## config.mk

```make
export PLATFORM = sky130hd
export DESIGN_NAME = rate_divider
export DESIGN_NICKNAME = d
export VERILOG_FILES = /design/src/rtl/rate_divider_pkg.sv /design/src/rtl/rate_divider_ctrl.sv /design/src/rtl/rate_divider_dp.sv /design/src/rtl/rate_divider.sv
export SDC_FILE = /design/constraint.sdc
export NUM_CORES = 1
export LEC_CHECK = 0
export BUFFER_PORTS_ARGS = -buffer_cell sky130_fd_sc_hd__buf_2
export CAP_MARGIN = 30
export CELL_PAD_IN_SITES_DETAIL_PLACEMENT = 0
export CELL_PAD_IN_SITES_GLOBAL_PLACEMENT = 1
export CORE_MARGIN = 2
export CORE_UTILIZATION = 50
export CTS_CLUSTER_DIAMETER = 150
export DETAILED_ROUTE_END_ITERATION = 12
export PLACE_DENSITY_LB_ADDON = 0.12
export SYNTH_ARGS = -nofsm -noshare
export SYNTH_HDL_FRONTEND = slang
export SYNTH_SLANG_ARGS = --single-unit
```

## constraint.sdc

```tcl
create_clock -name clk -period 4.88 [get_ports clk]
set_input_delay 0.244 -clock clk [delete_from_list [all_inputs] [get_ports clk]]
set_output_delay 0.244 -clock clk [all_outputs]
set_load 0.1 [all_outputs]
```

## src/rtl/rate_divider_pkg.sv

```systemverilog
package rate_divider_pkg;
  localparam logic [1:0] ADDR_DIV_LO = 2'd0;
  localparam logic [1:0] ADDR_DIV_HI = 2'd1;
  localparam logic [1:0] ADDR_IRQ_CLR = 2'd2;

  typedef struct packed {
    logic wrLow;
    logic wrHigh;
    logic irqClr;
    logic run;
    logic lin;
    logic timerMode;
  } strobe_t;
endpackage

```

## src/rtl/rate_divider_ctrl.sv

```systemverilog
module rate_divider_ctrl
  import rate_divider_pkg::*;
(
  input  logic       wrEn,
  input  logic [1:0] wrAddr,
  input  logic       clrBit,
  input  logic       rxEnable,
  input  logic       txEnable,
  input  logic       linMode,
  input  logic       timerCtl,
  output strobe_t    stb
);
  always_comb begin
    stb.wrLow     = wrEn && (wrAddr == ADDR_DIV_LO);
    stb.wrHigh    = wrEn && (wrAddr == ADDR_DIV_HI);
    stb.irqClr    = wrEn && (wrAddr == ADDR_IRQ_CLR) && clrBit;
    stb.run       = rxEnable || txEnable || timerCtl;
    stb.lin       = linMode;
    stb.timerMode = !rxEnable && timerCtl;
  end
endmodule

```

## src/rtl/rate_divider_dp.sv

```systemverilog
module rate_divider_dp
  import rate_divider_pkg::*;
#(
  parameter int DIV_W  = 16,
  parameter int BYTE_W = 8,
  parameter int OVS    = 16
) (
  input  logic              clk,
  input  logic              rstN,
  input  strobe_t           stb,
  input  logic [BYTE_W-1:0] wrData,
  output logic              sampleTick,
  output logic              bitTick,
  output logic              irq
);
  localparam int HI_W  = DIV_W - BYTE_W;
  localparam int OVS_W = (OVS > 1) ? $clog2(OVS) : 1;
  localparam logic [OVS_W-1:0] OVS_LAST = OVS_W'(OVS - 1);

  logic [BYTE_W-1:0] divLo;
  logic [HI_W-1:0]   divHi;
  logic [DIV_W-1:0]  divisor;
  logic [DIV_W-1:0]  reloadVal;
  logic [DIV_W-1:0]  count;
  logic [OVS_W-1:0]  ovsCount;
  logic              expire;

  assign divisor   = {divHi, divLo};
  assign reloadVal = divisor - DIV_W'(1);
  assign expire    = stb.run && (count == '0);

  always_ff @(posedge clk or negedge rstN) begin
    if (!rstN) begin
      divLo <= '0;
      divHi <= '0;
    end else begin
      if (stb.wrLow)  divLo <= wrData;
      if (stb.wrHigh) divHi <= wrData[HI_W-1:0];
    end
  end

  always_ff @(posedge clk or negedge rstN) begin
    if (!rstN) begin
      count      <= '0;
      ovsCount   <= '0;
      sampleTick <= 1'b0;
      bitTick    <= 1'b0;
    end else if (!stb.run) begin
      count      <= '0;
      ovsCount   <= '0;
      sampleTick <= 1'b0;
      bitTick    <= 1'b0;
    end else if (expire) begin
      count      <= reloadVal;
      sampleTick <= 1'b1;
      if (stb.lin) begin
        bitTick  <= 1'b1;
        ovsCount <= '0;
      end else begin
        bitTick  <= (ovsCount == OVS_LAST);
        ovsCount <= (ovsCount == OVS_LAST) ? '0 : ovsCount + OVS_W'(1);
      end
    end else begin
      count      <= count - DIV_W'(1);
      sampleTick <= 1'b0;
      bitTick    <= 1'b0;
    end
  end

  always_ff @(posedge clk or negedge rstN) begin
    if (!rstN)                        irq <= 1'b0;
    else if (expire && stb.timerMode) irq <= 1'b1;
    else if (stb.irqClr)              irq <= 1'b0;
  end
endmodule

```

## src/rtl/rate_divider.sv

```systemverilog
module rate_divider
  import rate_divider_pkg::*;
#(
  parameter int DIV_W  = 16,
  parameter int BYTE_W = 8,
  parameter int OVS    = 16
) (
  input  logic              clk,
  input  logic              rstN,
  input  logic              wrEn,
  input  logic [1:0]        wrAddr,
  input  logic [BYTE_W-1:0] wrData,
  input  logic              rxEnable,
  input  logic              txEnable,
  input  logic              linMode,
  input  logic              timerCtl,
  output logic              sampleTick,
  output logic              bitTick,
  output logic              irq
);
  strobe_t stb;

  rate_divider_ctrl u_ctrl (
    .wrEn     (wrEn),
    .wrAddr   (wrAddr),
    .clrBit   (wrData[0]),
    .rxEnable (rxEnable),
    .txEnable (txEnable),
    .linMode  (linMode),
    .timerCtl (timerCtl),
    .stb      (stb)
  );

  rate_divider_dp #(.DIV_W(DIV_W), .BYTE_W(BYTE_W), .OVS(OVS)) u_dp (
    .clk        (clk),
    .rstN       (rstN),
    .stb        (stb),
    .wrData     (wrData),
    .sampleTick (sampleTick),
    .bitTick    (bitTick),
    .irq        (irq)
  );
endmodule

```

; Yosys cells after proc, flatten, opt, wreduce, memory -nomap -nowiden
; Cells that the tools add are included.
[classes]
add_sub_neg = 3
eq_ne = 4
mux = 13
n_reduce_logical = 13
[op_table]
columns = cell, count
row1 = two-way mux 16 bit, 2
row2 = "subtractor 16 x 1 -> 16 bit, second input constant", 2
row3 = logical NOT 16 bit, 1
row4 = two-way mux 4 bit, 4
row5 = logical AND 1 bit, 7
row6 = two-way mux 1 bit, 7
row7 = "adder 4 x 1 -> 4 bit, second input constant", 1
row8 = "equality test 4 bit, second input constant", 1
row9 = "equality test 2 x 1 -> 1 bit, second input constant", 1
row10 = "equality test 2 bit, second input constant", 1
row11 = logical NOT 2 bit, 1
row12 = logical OR 1 bit, 2
row13 = "inequality test 2 bit, second input constant", 1
row14 = nonzero test 2 bit, 1
row15 = logical NOT 1 bit, 1
[totals]
input_bits = 17
register_bits = 39
out_inout_bits = 3
wordCells = 40

; Depth between registers and ports, before layout
; Gate-level depths: netlist of the first run.
[depth]
word_depth = 5
mapped_depth = 11
depth_no_buf = 10

; Modules after synthesis
; Synthesis of the first run repeated with hierarchy kept, for this count alone.
[hier_totals]
hier_cells = 216
hier_area_um2 = 2203.4
[modules_own_cells]
columns = module, cells_each, instances, seq_area_each_um2, area_per_inst_um2
row1 = rate_divider_dp, 210, 1, 975.9, 2157.1
row2 = rate_divider_ctrl, 6, 1, 0.0, 46.3

; Least setup slack after synthesis of the first run
; OpenSTA, ideal clock, no wires.
[synth_timing]
kind = in2reg
from = input port txEnable
to = register u_dp.count[12]
required_ns = 4.752
arrival_ns = 2.629
path_buffers = 1
path_stages = 11
setup_ns = 0.128
setup_slack_ns = 2.123
path_cell_list = or3_1 -> clkbuf_1 -> nand2_1 -> nor2_1 -> a21oi_1 -> ha_1 -> nor4b_2 -> nor4b_2 -> o31ai_4 -> a211oi_2 -> mux2_1
[synth_between]
elab_chain_len = 5
[synth_rtl]
columns = element, line_no
row1 = from (decl), rate_divider.sv:14  ; input logic txEnable,
row2 = logical OR 1 bit * (2 in series), rate_divider_ctrl.sv:17  ; stb.run = rxEnable || txEnable || timerCtl;
row3 = logical AND 1 bit, rate_divider_dp.sv:30  ; assign expire = stb.run && (count == '0);
row4 = two-way mux 16 bit, rate_divider_dp.sv:53  ; end else if (expire) begin
row5 = two-way mux 16 bit *, rate_divider_dp.sv:48  ; end else if (!stb.run) begin
row6 = to (signal assigned), rate_divider_dp.sv:54  ; count <= reloadVal;
row7 = to (signal assigned), rate_divider_dp.sv:64  ; count <= count - DIV_W'(1);
row8 = to (decl), rate_divider_dp.sv:24  ; logic [DIV_W-1:0] count;
; Mark *: on every way between the ends. The rest lies on a longest branch, timed or not.
; A chain may end at the register's enable or synchronous reset.

; Worst setup path in the final report of the first run
[layout_timing]
from = register u_dp.count[7]
to = register u_dp.count[12]
[layout_between]
elab_chain_len = 4
word_cells_on_any_way = 5
cone_classes = 1 x add/sub / 2 x mux / 2 x reduce/logical
[layout_rtl]
columns = element, line_no
row1 = branches (longest 2 deep; another with subtractor 16 x 1 -> 16 bit), -
row2 = two-way mux 16 bit *, rate_divider_dp.sv:53
row3 = two-way mux 16 bit *, rate_divider_dp.sv:48
; Mark *: on every way between the ends.

==> results of run 1 <==
[cell families after synthesis]
| group | synth area share (%) |
|---|---|
| simple gates | 24.8 |
| compound gates | 17.0 |
| flops | 44.3 |
| mux | 9.60 |
| buf+inv | 1.48 |
| xor+xnor | 1.59 |
| fa+ha+maj | 1.14 |
[sequential cells by signal, indices dropped and copies added (netlist names)]
register / flops
u_dp.divLo: 8
u_dp.bitTick: 1
u_dp.ovsCount: 4
u_dp.count: 16
u_dp.irq: 1
u_dp.sampleTick: 1
u_dp.divHi: 8
[cell type report]
| cell class | count | area (um^2) |
|---|---|---|
| Clock buffer | 6 | 72.6 |
| Clock inverter | 2 | 12.5 |
| Fill cell | 381 | 1860 |
| Inverter | 2 | 7.51 |
| Multi-Input combinational cell | 160 | 1200 |
| Sequential cell | 39 | 976 |
| Tap cell | 52 | 65.1 |
| Timing Repair Buffer | 20 | 103 |
[critical path: stages (launching register included)]
cell and delay, ns:
dfrtp_1 0.50, nor4_4 0.49, nand3_4 0.20, nor2_1 0.55, a31oi_1 0.20, ha_1 0.25
nor4b_2 0.18, nor4b_2 0.18, o31ai_4 0.11, a211oi_2 0.06, mux2_1 0.34
[report_power, final]
group          internal [mW]  switching (mW)
clock network         0.0999           0.115
logic                  0.224           0.384
registers              0.414           0.128
total                  0.738           0.627
[final timing paths]
check / from / endpoint / slack (ns) / cells past startpoint
max: u_dp.count[7] / u_dp.count[12] / 1.70 / 10
min: rstN / u_dp.count[9] / 0.06 / 1
max reg2reg: u_dp.count[7] / u_dp.count[12] / 1.70 / 10
min reg2reg: u_dp.irq / u_dp.irq / 0.51 / 1
max in group asynchronous: rstN / u_dp.count[4] / 4.29 / 1
min in group clk: wrData[5] / u_dp.divHi[5] / 0.19 / 2
[cell usage in the layout (no fill, tap or decap), types with 7 or more instances in the layout]
cell     instances
a21oi_1         10
a31oi_1         10
buf_2           19
dfrtp_1         39
mux2_2          16
nand2_1         10
nor2_1          16
nor3_1          11
o21ai_0          7
[metal layers]
layer	wire (um)	up-vias	GRT usage (%)	part of all wire, %
met3	359	8	5.48	6.6
met1	2350	940	31.7	43
met2	2630	64	36.9	49
met5	0	-	0	0
li1	-	850	-	-
met4	81	0	8.12	1.5
==> run metrics, run 1 <==
Yosys cell types 54; ANT nets after route 0; pre-CTS setup slack 1.68 ns; Synth area leader dfrtp_1; Tcrit/Tclk final 65.3%; antenna violations before repair 0; Detail Placement HPWL 3970 um; Placed Cells 273; largest net degree at the start of global routing 40; die height 70.4 um; final setup margin 1.70 ns; Yosys reg bits 39; pwr dens 561 nW/um^2; clk buf depth 2; post-CTS setup buffers 0; final hold vios 0; LEAKAGE 0.988 nW; Max-Cap Viols 0; Syn. warnings 0; Setup Total Neg Slack 0 ns; global route overflow 0; # setup viols final 0; post-cts gate resize count 0; antenna cells 0; later-pin clock latency in the skew report 0.29 ns; Vias 1862; vias in the first global route 1870; EDFF count, synth 0; CP Max Fanout 9; TritonCTS buffer count 5; die area 4950 um^2; Port Buffers 19; top_reg_cell synth dfrtp_1; RSZ-0062 raised after global routing no; vias per cell 6.63; post-layout util 56.7%; DRC viols 0; WP data required 5.06 ns; share of cells above drive strength 1 26.2%; first-pass GRT wire length 9160 um; Hold Crit Class input port to asynchronous set/reset pin; Max Clock Freq 0.314 GHz; cell types with the largest area share after synthesis dfrtp_1, mux2_2, a31oi_1, nor3_1, nor2_1; CTS H-Tree Depth 2; gr usage total 23.4%; CTS Root Cell clkbuf_8; Final Skew 0.00624 ns; DR pass1 iterations 6; CTS tree done; Post-Syn Nets 226; post-route cell area 2430 um^2; Final #Nets 247; # hold bufs at CTS 0; Hold WS 0.0552 ns; drt total wl 5420 um; non-filler cells, final 281; clk sinks 39; Syn Area/Cell 10.6 um^2; count leader, synth dfrtp_1; min Tclk post-route 3.18 ns; Post-synth ARST share 100%; crit path DAT 3.36 ns; Die Wd 70.4 um; Synth Cell Area 2200 um^2; top post-synthesis cells by count dfrtp_1, mux2_2, nor2_1; Pins Over Slew Limit 0; Seq/Total Area, Yosys 44.3%; clk slew on worst S/H paths 0.08 ns; Ports 20; First DRT Iteration DRCs 134; Core Footprint 4290 um^2; row count 24; placer congestion estimate 0.938; DP Area 2350 um^2; Max VDD drop 0.271 mV; Worst setup EP type flip-flop; status finished clean; P&R area growth vs syn 10.6%; worst setup path category flip-flop to flip-flop; relative slew slack 43.0%; top cell type's share of synthesized area 44.3%; Tightest Pin Transition 0.855 ns; drt wl/cell 19.3 um; Worst Setup Start Kind flip-flop; total power 1.36 mW; Cells after Synth 207; Starting Density 51.3%
No activity file was read; power rests on OpenSTA's default activity.
==> inputs of run 2 (changes only) <==
Settings changed: CORE_UTILIZATION 50 to 47.
Clock period 4.88 ns to 3.1 ns, I/O delays scaled along.
==> run metrics, run 2 (synthesis gave the netlist of run 1 again) <==
worst setup path category flip-flop to flip-flop; Switching Share 43.2%; max reg flops 16; CP bufs+invs 0; Vias 1827; CP Max Fanout 5; worst stage delay on the critical path 0.45 ns; Tcrit/Tclk final 89.9%; pwr dens 913 nW/um^2; status finished with violations; final hold vios 39; placer congestion estimate 0.927; drt wl/cell 19.5 um; Pins Over Slew Limit 0; commonest non-fill, non-tap cell in the layout dfrtp_1; largest net degree at the start of global routing 40; CTS H-Tree Depth 2; clock network power share 19.3%; row count 24; min Tclk post-route 2.79 ns; Logic pwr share 43.5%; failing checks negative hold slack; Tightest Pin Transition 0.890 ns; Largest regs u_dp.count (16), u_dp.divHi (8), u_dp.divLo (8); die height 72.5 um; Max VDD drop 0.523 mV; antenna cells 0; Port Buffers 19; clk slew on worst S/H paths 0.08 ns; Max Clock Freq 0.359 GHz; share of cells above drive strength 1 28.5%; crit path cell chain nor3_1 -> nand2_1 -> nor2_1 -> a31oi_1 -> ha_1 -> nor4b_2 -> nor4b_2 -> o31ai_4 -> a211oi_2 -> mux2_1; Max-Cap Viols 0; P&R area growth vs syn 14.1%; vias in the first global route 1921; Net Switching 0.990 mW; Ports 20; later-pin clock latency in the skew report 0.30 ns; CP max stage cell dfrtp_1; clk sinks 39; Starting Density 49.5%; post-CTS setup buffers 0; Detail Placement HPWL 4130 um; DRC viols 0; Setup Total Neg Slack 0 ns; gr usage total 24.4%; First DRT Iteration DRCs 162; CTS tree done; # setup viols final 0; WP data required 3.29 ns; Die Wd 72.5 um; sequential share of power 37.2%; crit path DAT 2.98 ns; post-cts gate resize count 0; relative slew slack 40.7%; Largest Register u_dp.count; ANT nets after route 0; Final #Nets 253; # hold bufs at CTS 0; CTS Root Cell clkbuf_8; commonest non-fill, non-tap cells in the layout dfrtp_1, buf_2, nor2_1, mux2_2, nor3_1; Worst Setup Start Kind flip-flop; flop2flop setup slack 0.31 ns; TritonCTS buffer count 5; drt total wl 5610 um; Hold Crit Class input port to asynchronous set/reset pin; Core Footprint 4440 um^2; Crit path top cell by count nor4b_2; vias per cell 6.37; Pint 1.30 mW; RSZ-0062 raised after global routing no; delay-heaviest family, CP simple AND/OR/NAND/NOR gates; clk buf depth 2; LEAKAGE 1.04 nW; Final Skew 0.00798 ns; die area 5250 um^2; global route overflow 0; first-pass GRT wire length 9670 um; Hold WS -0.0386 ns; Worst setup EP type flip-flop; antenna violations before repair 0; DR pass1 iterations 4
## run 2: layout make-up
cell class	count	area (um^2)
inverter	2	7.51
tap	52	65.1
timing repair buffer	26	148
sequential	39	976
clock buffer	6	82.6
multi-input combinational	160	1200
fill	385	1930
clock inverter	2	35.0
## run 2: worst paths after layout
path	start	end	depth (start not counted)
setup / recovery	u_dp.count[2]	u_dp.count[12]	10
hold / removal	rstN	u_dp.count[11]	1
setup reg to reg	u_dp.count[2]	u_dp.count[12]	10
hold reg to reg	u_dp.irq	u_dp.irq	1
max in group asynchronous	rstN	u_dp.divLo[3]	1
min in group clk	wrData[7]	u_dp.divHi[7]	2
## run 2: routing by layer
metal / vias to the layer above / global-route usage [%] / routed length [um]
li1: 857 / - / -
met5: - / 0 / 0
met4: 0 / 9.26 / 113
met1: 894 / 32.0 / 2410
met3: 12 / 5.00 / 328
met2: 64 / 39.9 / 2760
## run 2: power groups by stage
stage,Combinational [mW],Sequential (mW),Clock (mW)
after global routing,1.11,0.873,0.476
after detailed placement,0.991,0.857,0
after global placement,0.980,0.853,0
final,0.998,0.853,0.443
after floorplan,0.715,0.839,0
after CTS,0.997,0.848,0.454
## run 2: metrics by stage
stage	setup WS (ns)	util (%)	instances	power [mW]	instance area (um^2)
floorplan	0.432	-	207	1.55	2200
global placement	0.437	53.9	279	1.83	2390
detailed placement	0.366	53.9	279	1.85	2390
CTS	0.363	56.5	287	2.30	2510
global route	0.159	56.5	287	2.46	2510
finish	0.312	56.5	287	2.29	2510
